--- src/rtl/ois_regbank_pkg.sv ---
package ois_regbank_pkg;
  localparam int          NUM_CH     = 3;     // temperature, X, Y in address order
  localparam int          BYTE_W     = 8;
  localparam logic [6:0]  ADDR_ID    = 7'h00;
  localparam logic [6:0]  ADDR_FIRST = 7'h01; // first pair base; pairs follow every 2
  localparam logic [7:0]  ID_VALUE   = 8'hDA;
endpackage

--- src/rtl/rate_pair_hold.sv ---
module rate_pair_hold #(
  parameter int DATA_W = 16
) (
  input  logic              clk,
  input  logic              rst_n,
  input  logic              cont_i,
  input  logic              s_vld_i,
  input  logic [DATA_W-1:0] s_data_i,
  input  logic              rd_lo_i,
  input  logic              rd_hi_i,
  output logic [DATA_W-1:0] pair_o,
  output logic              lock_o
);
  logic [DATA_W-1:0] pair_q, shad_q;
  logic              shad_vld_q, lock_q, lo_seen_q, hi_seen_q;
  logic              pair_done;

  assign pair_done = lock_q && (lo_seen_q || rd_lo_i) && (hi_seen_q || rd_hi_i);

  always_ff @(posedge clk or negedge rst_n) begin
    if (!rst_n) begin
      pair_q     <= '0;
      shad_q     <= '0;
      shad_vld_q <= 1'b0;
      lock_q     <= 1'b0;
      lo_seen_q  <= 1'b0;
      hi_seen_q  <= 1'b0;
    end else if (cont_i) begin
      if (s_vld_i)         pair_q <= s_data_i;
      else if (shad_vld_q) pair_q <= shad_q;
      shad_vld_q <= 1'b0;
      lock_q     <= 1'b0;
      lo_seen_q  <= 1'b0;
      hi_seen_q  <= 1'b0;
    end else if (!lock_q || pair_done) begin
      lo_seen_q <= 1'b0;
      hi_seen_q <= 1'b0;
      if (s_vld_i) begin
        pair_q     <= s_data_i;
        lock_q     <= 1'b1;
        shad_vld_q <= 1'b0;
      end else if (shad_vld_q) begin
        pair_q     <= shad_q;
        lock_q     <= 1'b1;
        shad_vld_q <= 1'b0;
      end else begin
        lock_q <= 1'b0;
      end
    end else begin
      if (rd_lo_i) lo_seen_q <= 1'b1;
      if (rd_hi_i) hi_seen_q <= 1'b1;
      if (s_vld_i) begin
        shad_q     <= s_data_i;
        shad_vld_q <= 1'b1;
      end
    end
  end

  assign pair_o = pair_q;
  assign lock_o = lock_q;
endmodule

--- src/rtl/regbank_read_mux.sv ---
module regbank_read_mux
  import ois_regbank_pkg::*;
#(
  parameter int ADDR_W = 7,
  parameter int DATA_W = 16
) (
  input  logic                          rd_en_i,
  input  logic [ADDR_W-1:0]             rd_addr_i,
  input  logic                          msb_first_i,
  input  logic [NUM_CH-1:0][DATA_W-1:0] pairs_i,
  output logic [BYTE_W-1:0]             byte_o,
  output logic [NUM_CH-1:0]             rd_lo_o,
  output logic [NUM_CH-1:0]             rd_hi_o
);
  always_comb begin
    byte_o  = '0;
    rd_lo_o = '0;
    rd_hi_o = '0;
    if (rd_addr_i == ADDR_W'(ADDR_ID)) byte_o = ID_VALUE;
    for (int c = 0; c < NUM_CH; c++) begin
      if (rd_addr_i == ADDR_W'(int'(ADDR_FIRST) + 2*c) ||
          rd_addr_i == ADDR_W'(int'(ADDR_FIRST) + 2*c + 1)) begin
        // offset 0 is the lower address; byte order control flips it
        if ((rd_addr_i != ADDR_W'(int'(ADDR_FIRST) + 2*c)) ^ msb_first_i) begin
          byte_o     = pairs_i[c][DATA_W-1 -: BYTE_W];
          rd_hi_o[c] = rd_en_i;
        end else begin
          byte_o     = pairs_i[c][BYTE_W-1:0];
          rd_lo_o[c] = rd_en_i;
        end
      end
    end
  end
endmodule

--- src/rtl/ois_out_regbank.sv ---
module ois_out_regbank
  import ois_regbank_pkg::*;
#(
  parameter int ADDR_W = 7,
  parameter int DATA_W = 16,
  parameter int TEMP_W = 12
) (
  input  logic              clk,
  input  logic              rst_n,
  input  logic              cfg_cont_upd,
  input  logic              cfg_msb_first,
  input  logic              temp_vld,
  input  logic [TEMP_W-1:0] temp_data,
  input  logic              x_vld,
  input  logic [DATA_W-1:0] x_data,
  input  logic              y_vld,
  input  logic [DATA_W-1:0] y_data,
  input  logic              rd_en,
  input  logic [ADDR_W-1:0] rd_addr,
  output logic              rd_valid,
  output logic [BYTE_W-1:0] rd_data
);
  localparam int PAD_W = DATA_W - TEMP_W;

  logic [NUM_CH-1:0]             samp_vld;
  logic [NUM_CH-1:0][DATA_W-1:0] samp_data;
  logic [NUM_CH-1:0][DATA_W-1:0] pair_w;
  logic [NUM_CH-1:0]             lock_w, rd_lo_w, rd_hi_w;
  logic [BYTE_W-1:0]             byte_w;

  assign samp_vld  = {y_vld, x_vld, temp_vld};
  assign samp_data = {y_data, x_data, {temp_data, {PAD_W{1'b0}}}};

  for (genvar c = 0; c < NUM_CH; c++) begin : g_pair
    rate_pair_hold #(.DATA_W(DATA_W)) u_pair (
      .clk      (clk),
      .rst_n    (rst_n),
      .cont_i   (cfg_cont_upd),
      .s_vld_i  (samp_vld[c]),
      .s_data_i (samp_data[c]),
      .rd_lo_i  (rd_lo_w[c]),
      .rd_hi_i  (rd_hi_w[c]),
      .pair_o   (pair_w[c]),
      .lock_o   (lock_w[c])
    );
  end

  regbank_read_mux #(.ADDR_W(ADDR_W), .DATA_W(DATA_W)) u_mux (
    .rd_en_i     (rd_en),
    .rd_addr_i   (rd_addr),
    .msb_first_i (cfg_msb_first),
    .pairs_i     (pair_w),
    .byte_o      (byte_w),
    .rd_lo_o     (rd_lo_w),
    .rd_hi_o     (rd_hi_w)
  );

  always_ff @(posedge clk or negedge rst_n) begin
    if (!rst_n) begin
      rd_valid <= 1'b0;
      rd_data  <= '0;
    end else begin
      rd_valid <= rd_en;
      rd_data  <= rd_en ? byte_w : '0;
    end
  end
endmodule

--- config.mk ---
export PLATFORM = sky130hd
export DESIGN_NAME = ois_out_regbank
export DESIGN_NICKNAME = d
export VERILOG_FILES = /design/src/rtl/ois_regbank_pkg.sv /design/src/rtl/rate_pair_hold.sv /design/src/rtl/regbank_read_mux.sv /design/src/rtl/ois_out_regbank.sv
export SDC_FILE = /design/constraint.sdc
export NUM_CORES = 1
export LEC_CHECK = 0
export BUFFER_PORTS_ARGS = -buffer_cell sky130_fd_sc_hd__buf_2
export CAP_MARGIN = 40
export CORE_AREA = 2 2 102 104
export CTS_BUF_LIST = sky130_fd_sc_hd__clkbuf_4 sky130_fd_sc_hd__clkbuf_8 sky130_fd_sc_hd__clkbuf_16
export DETAILED_ROUTE_END_ITERATION = 8
export DIE_AREA = 0 0 104 106
export GPL_TIMING_DRIVEN = 0
export HOLD_SLACK_MARGIN = 0.1
export PLACE_DENSITY_LB_ADDON = 0.1
export SKIP_CTS_REPAIR_TIMING = 1
export SLEW_MARGIN = 10
export SYNTH_ARGS = -nofsm -noshare
export SYNTH_HDL_FRONTEND = slang
export SYNTH_SLANG_ARGS = --single-unit
--- constraint.sdc ---
create_clock -name clk -period 2.3 [get_ports clk]
set_input_delay 0.23 -clock clk [delete_from_list [all_inputs] [get_ports clk]]
set_output_delay 0.23 -clock clk [all_outputs]
set_load 0.02 [all_outputs]
# Word level (Yosys, flattened, before mapping)
# Cells that the tools add are included.
op_classes:
  n_bitwise: 7
  eq_ne: 9
  n_reduce_logical: 37
  muxes: 71
ops:
  columns: ["cell", "count"]
  rows:
  - ["16-bit 2-to-1 mux", 12]
  - ["8-bit 2-to-1 mux", 8]
  - ["1-bit 2-to-1 mux", 51]
  - ["3-bit nonzero test", 9]
  - ["7-bit by 3-bit equality test with 1-bit output (second input constant)", 3]
  - ["7-bit by 2-bit equality test with 1-bit output (second input constant)", 2]
  - ["1-bit logical OR", 12]
  - ["3-bit AND reduction", 3]
  - ["7-bit by 1-bit equality test with 1-bit output (second input constant)", 1]
  - ["7-bit logical NOT", 1]
  - ["7-bit by 1-bit inequality test with 1-bit output (second input constant)", 1]
  - ["7-bit by 2-bit inequality test with 1-bit output (second input constant)", 1]
  - ["7-bit by 3-bit inequality test with 1-bit output (second input constant)", 1]
  - ["1-bit logical AND", 6]
  - ["2-bit nonzero test", 3]
  - ["1-bit NOT", 4]
  - ["1-bit logical NOT", 3]
  - ["1-bit XOR", 3]
totals:
  inputBits: 59
  wordCells: 144
  out_inout_bits: 9
  regBits: 113

# Logic depth before layout (Yosys ltp)
depth:
  word_depth: 10
  ltp_mapped: 8
  depth_no_buf: 5

# Modules after synthesis
# Synthesis repeated with hierarchy kept, for this count alone.
unflattened:
  cells_unflattened: 652
  area_unflattened_um2: 6708.9
modules_own_cells:
  columns: ["module", "seq_area_each_um2", "cells_per_inst", "area_each_um2", "n_inst"]
  rows:
  - ["rate_pair_hold", 900.9, 156, 1809.2, 3]
  - ["regbank_read_mux", 0.0, 166, 1002.2, 1]
  - ["ois_out_regbank", 225.2, 18, 279.0, 1]

# Least setup slack after synthesis
# Ideal clock, no wire load.
synth_timing:
  path_type: "in2reg"
  from: "input rd_addr[3]"
  to: "register g_pair[1].u_pair.pair_q[10]"
  cell_stages: 6
  slack_ps: 215
  required_ps: 2175
  arrival_ps: 1960
  cell_sequence: "or4_4 > a211oi_1 > o21bai_4 > a21oi_4 > buf_12 > mux2_4"
synth_via:
  elab_chain_cells: 9
  word_cells_on_any_way: 15
  cone_classes: "3 x eq/ne; 4 x mux; 1 x bitwise; 7 x reduce/logical"
synth_lines:
  columns: ["item", "line", "text"]
  rows:
  - ["start, declared", "ois_out_regbank.sv:19", "input logic [ADDR_W-1:0] rd_addr,"]
  - ["7-bit by 2-bit inequality test with 1-bit output", "regbank_read_mux.sv:24", "if ((rd_addr_i != ADDR_W'(int'(ADDR_FIRST) + 2*c)) ^ msb_first_i) begin"]
  - ["1-bit XOR", "regbank_read_mux.sv:24", null]
  - ["1-bit 2-to-1 mux", "regbank_read_mux.sv:24", null]
  - ["1-bit 2-to-1 mux", "regbank_read_mux.sv:21", "if (rd_addr_i == ADDR_W'(int'(ADDR_FIRST) + 2*c) ||"]
  - ["1-bit logical OR", "rate_pair_hold.sv:18", "assign pair_done = lock_q && (lo_seen_q || rd_lo_i) && (hi_seen_q || rd_hi_i);"]
  - ["1-bit logical AND", "rate_pair_hold.sv:18", null]
  - ["1-bit logical AND *", "rate_pair_hold.sv:18", null]
  - ["1-bit logical OR *", "rate_pair_hold.sv:35", "end else if (!lock_q || pair_done) begin"]
  - ["2-bit nonzero test (no line) *", null, null]
  - ["end signal, assigned", "rate_pair_hold.sv:29", "if (s_vld_i) pair_q <= s_data_i;"]
  - ["end signal, assigned", "rate_pair_hold.sv:39", "pair_q <= s_data_i;"]
  - ["end signal, assigned", "rate_pair_hold.sv:43", "pair_q <= shad_q;"]
  - ["end, declared", "rate_pair_hold.sv:14", "logic [DATA_W-1:0] pair_q, shad_q;"]
# Mark *: on every way between the ends. The rest lies on a longest branch, timed or not.
# A chain may end at the register's enable or synchronous reset.

# Worst setup path in the final report
layout_timing:
  from: "register g_pair[2].u_pair.hi_seen_q"
  to: "register g_pair[2].u_pair.shad_q[7]"
layout_via:
  elab_chain_cells: 5
layout_lines:
  columns: ["item", "line", "text"]
  rows:
  - ["start, declared", "rate_pair_hold.sv:15", "logic shad_vld_q, lock_q, lo_seen_q, hi_seen_q;"]
  - ["start signal, assigned", "rate_pair_hold.sv:27", "hi_seen_q <= 1'b0;"]
  - ["start signal, assigned", "rate_pair_hold.sv:34", "hi_seen_q <= 1'b0;"]
  - ["start signal, assigned", "rate_pair_hold.sv:37", "hi_seen_q <= 1'b0;"]
  - ["1-bit logical OR", "rate_pair_hold.sv:18", null]
  - ["1-bit logical AND", "rate_pair_hold.sv:18", null]
  - ["1-bit logical OR", "rate_pair_hold.sv:35", null]
  - ["1-bit NOT (no line)", null, null]
  - ["3-bit AND reduction (no line)", null, null]
  - ["end signal, assigned", "rate_pair_hold.sv:53", "shad_q <= s_data_i;"]
  - ["end, declared", "rate_pair_hold.sv:14", null]
# Every way passes these cells.

==> impl_summary.txt <==
----------------------------------------------------
[Timing]
  Part of the cycle the worst path needs ... 93.7%
  Final setup violation count ... 0
  Final setup margin ... 0.145 ns
  Fin. max-slew vios ... 0
  Final Critical Period ... 2.16 ns
  Least-Margin Pin Slew ... 0.680 ns
  Setup repair after global routing missed its margin ... no
  Number of hold violations in the final report ... 0
  Maximum clock rate ... 464 MHz
  Layout Skew ... 0.0130 ns
  Worst slew margin relative to its limit ... 54.5%

[Clocking]
  Worst-skew pair later-pin latency ... 0.37 ns
  Clk root buf ... clkbuf_8
  CTS sink cnt ... 109
  Clock transition at the register clock pins on the worst setup and hold paths after CTS ... 0.11 ns
  CTS tree ... done
  Number of clock buffers inserted by TritonCTS ... 9
  Maximum number of buffers from clock root to sink ... 2
  # H-tree levels ... 3

[Pwr]
  Clock share of power ... 25.1%
  Sw Pwr ... 1510 uW
  Overall power ... 5190 uW
  Worst supply voltage drop on vdd ... 0.000410 V
  Switching part of the total ... 29.1%
  Power density over the cells ... 804 mW/mm^2
  Internal cell power ... 3680 uW
  Combinational share of power ... 23.5%
  Share of total power in sequential cells ... 51.3%
  Leakage ... 0.00289 uW

[Route]
  Vias after detailed routing ... 4058
  Detailed-router iteration count before antenna repair ... 4
  DRC viols ... 0
  Routed Wire Length ... 12100 um
  Detailed router's first-iteration violation count ... 155
  DR vias/cell ... 5.71
  Avg WL per Cell ... 17.1 um
  Routed Antenna Nets ... 0

[Logic synthesis]
  Number of flip-flops and latches in the synthesized netlist ... 109
  Number of library cell types mapped by synthesis ... 44
  Average cell area after synthesis ... 11.6 sq um
  Top area cells in the synthesized netlist ... dfrtp_1, mux2_2, a211o_1
  Top cell type by total area after synthesis ... dfrtp_1
  Sequential cell area fraction in the yosys report ... 48.6%
  Async set-reset flop share out of synthesis ... 100%
  Synth top area share ... 48.6%
  Most instantiated library cell after synthesis ... dfrtp_1
  Dominant synthesized flop cell ... dfrtp_1
  Warning count from the yosys run ... 0
  Count of flip-flops with a built-in enable after synthesis ... 0
  Summed instance area of the synthesized netlist ... 0.00561 sq mm
  Post-synthesis instance total ... 485
  Synthesized Nets ... 544
  Commonest cells post-synth ... dfrtp_1, mux2_2, nand2_1

[Setup path]
  Worst path required time ... 2.56 ns
  Cell family with the largest share of critical-path delay ... simple AND/OR/NAND/NOR gates
  Crit path kind ... reg -> reg
  Largest stage delay on the critical path ... 0.45 ns
  Register-to-Register Setup Slack ... 0.14 ns
  Type of element launching the critical path ... flop
  Crit path depth ... 5
  Number of buffer and inverter stages on the critical path ... 1
  Worst-path fanout max ... 10
  Element type at the critical path end ... flop
  Cell with the largest stage delay on the worst path ... or3b_2
  Critical path arrival ... 2.41 ns
  Worst-case reg-to-reg path depth ... 5
  Cells traversed along the worst timing path ... or3b_2 -> o22ai_2 -> nand2_2 -> buf_6 -> mux2_1

[Global routing]
  First-pass GRT wire length ... 20100 um
  Number of antenna violations at the first check in global routing ... 0
  Vias in the first global route ... 3999
  Overflow left after global routing ... 0
  Largest net degree at the start of global routing ... 61
  Tot GR Track Use ... 22.8%

[Place]
  Post-placement worst setup slack ... -0.102 ns
  Post-DP HPWL ... 8950 um
  Count of port buffers added during placement ... 63
  Placer congestion estimate ... 0.790
  Instance area at placement ... 0.00613 sq mm

[Final layout]
  Final net count ... 629
  Layout-stage area growth over the synthesis result ... 15.1%
  Antenna cells ... 0
  Filler Cell Count ... 826
  Post-route cell area ... 0.00646 sq mm
  Layout cell share with drive strength beyond 1 ... 30.6%
  Post-layout utilization of the core ... 64.6%

[Die]
  Core Region ... 0.0100 sq mm
  Horizontal die dimension ... 104 um
  Starting utilization of the core area ... 56.1%
  Placement Rows ... 37
  Top-level port count ... 68
  Die area ... 0.0110 sq mm
  Die extent in y ... 106 um

[Status]
  Status ... complete, no violations

[Run]
  MaxCap Viol Count ... 0

[Min path]
  Hold crit path type ... in -> reg
  Worst hold path depth ... 2

----------------------------------------------------
-- path summary, 6_finish.rpt --
check,endpoint,from
setup reg to reg,g_pair[2].u_pair.shad_q[7]$_DFFE_PN0P_,g_pair[2].u_pair.hi_seen_q$_DFFE_PN0P_
max in group asynchronous,g_pair[2].u_pair.shad_vld_q$_DFFE_PN0P_,rst_n
hold / removal,g_pair[1].u_pair.shad_q[4]$_DFFE_PN0P_,x_data[4]
hold reg to reg,g_pair[2].u_pair.hi_seen_q$_DFFE_PN0P_,g_pair[2].u_pair.hi_seen_q$_DFFE_PN0P_
min in group asynchronous,g_pair[0].u_pair.shad_q[15]$_DFFE_PN0P_,rst_n
setup / recovery,g_pair[2].u_pair.shad_q[7]$_DFFE_PN0P_,g_pair[2].u_pair.hi_seen_q$_DFFE_PN0P_
-- flip-flops by register name, indices dropped and copies added (netlist names) --
register / count
rd_data: 8
g_pair.u_pair.pair_o: 44
g_pair.u_pair.hi_seen_q: 3
g_pair.u_pair.lo_seen_q: 3
rd_valid: 1
g_pair.u_pair.lock_o: 3
g_pair.u_pair.shad_q: 44
g_pair.u_pair.shad_vld_q: 3
-- layout by cell type, fill, tap and decap left out, drive strengths merged, types with 10 or more instances in the layout --
master	netlist	routed
dfrtp	109	109
mux2	77	77
buf	9	73
nand2	47	47
a21oi	35	35
clkbuf	25	35
a211o	29	29
nor3b	28	28
nand3b	25	25
mux2i	20	20
o21ai	11	11
dlygate4sd3	0	10
-- metal layers --
layer	vias to the layer above	routed length (um)	GRT usage, %
met5	-	0	0
met4	0	167	5.98
met3	15	435	3.25
met2	82	5950	37.8
met1	2014	5570	31.8
li1	1947	-	-
-- logic make-up (layout without fill, tap and decap cells) --
group / Yosys count / in the layout / share of synthesized area [%]
flops: 109 / 109 / 48.6
simple gates: 137 / 137 / 14.5
compound gates: 103 / 103 / 13.3
buf+inv: 36 / 126 / 3.08
xor+xnor: 2 / 2 / 0.446
mux: 98 / 98 / 20.1
-- metrics by stage --
| stage | setup TNS, ns | hold WS [ns] | std cells |
|---|---|---|---|
| after floorplan | 0 | -0.0656 | 485 |
| after global placement | -27.56 | 0.441 | 684 |
| after detailed placement | -2.89 | 0.206 | 685 |
| after CTS | 0 | -0.188 | 701 |
| after global routing | 0 | 0.100 | 711 |
| final | 0 | 0.0985 | 711 |
-- power groups by stage --
stage / Sequential (uW) / Combinational (uW) / Clock [uW]
finish: 2670 / 1220 / 1300
global route: 2730 / 1350 / 1400
CTS: 2670 / 1220 / 1320
detailed placement: 2710 / 1210 / 0
global placement: 2670 / 1160 / 0
floorplan: 2580 / 929 / 0
-- area by class of cell --
cell class	count	area (sq um)	area share, %
Buffer	34	166	2.58
Timing Repair Buffer	74	449	6.95
Sequential cell	109	2730	42.2
Clock buffer	10	131	2.03
Inverter	2	7.51	0.116
Multi-Input combinational cell	340	2710	42.0
Clock inverter	6	95.1	1.47
Tap cell	136	170	2.63
(Power assumes the default switching activity.)
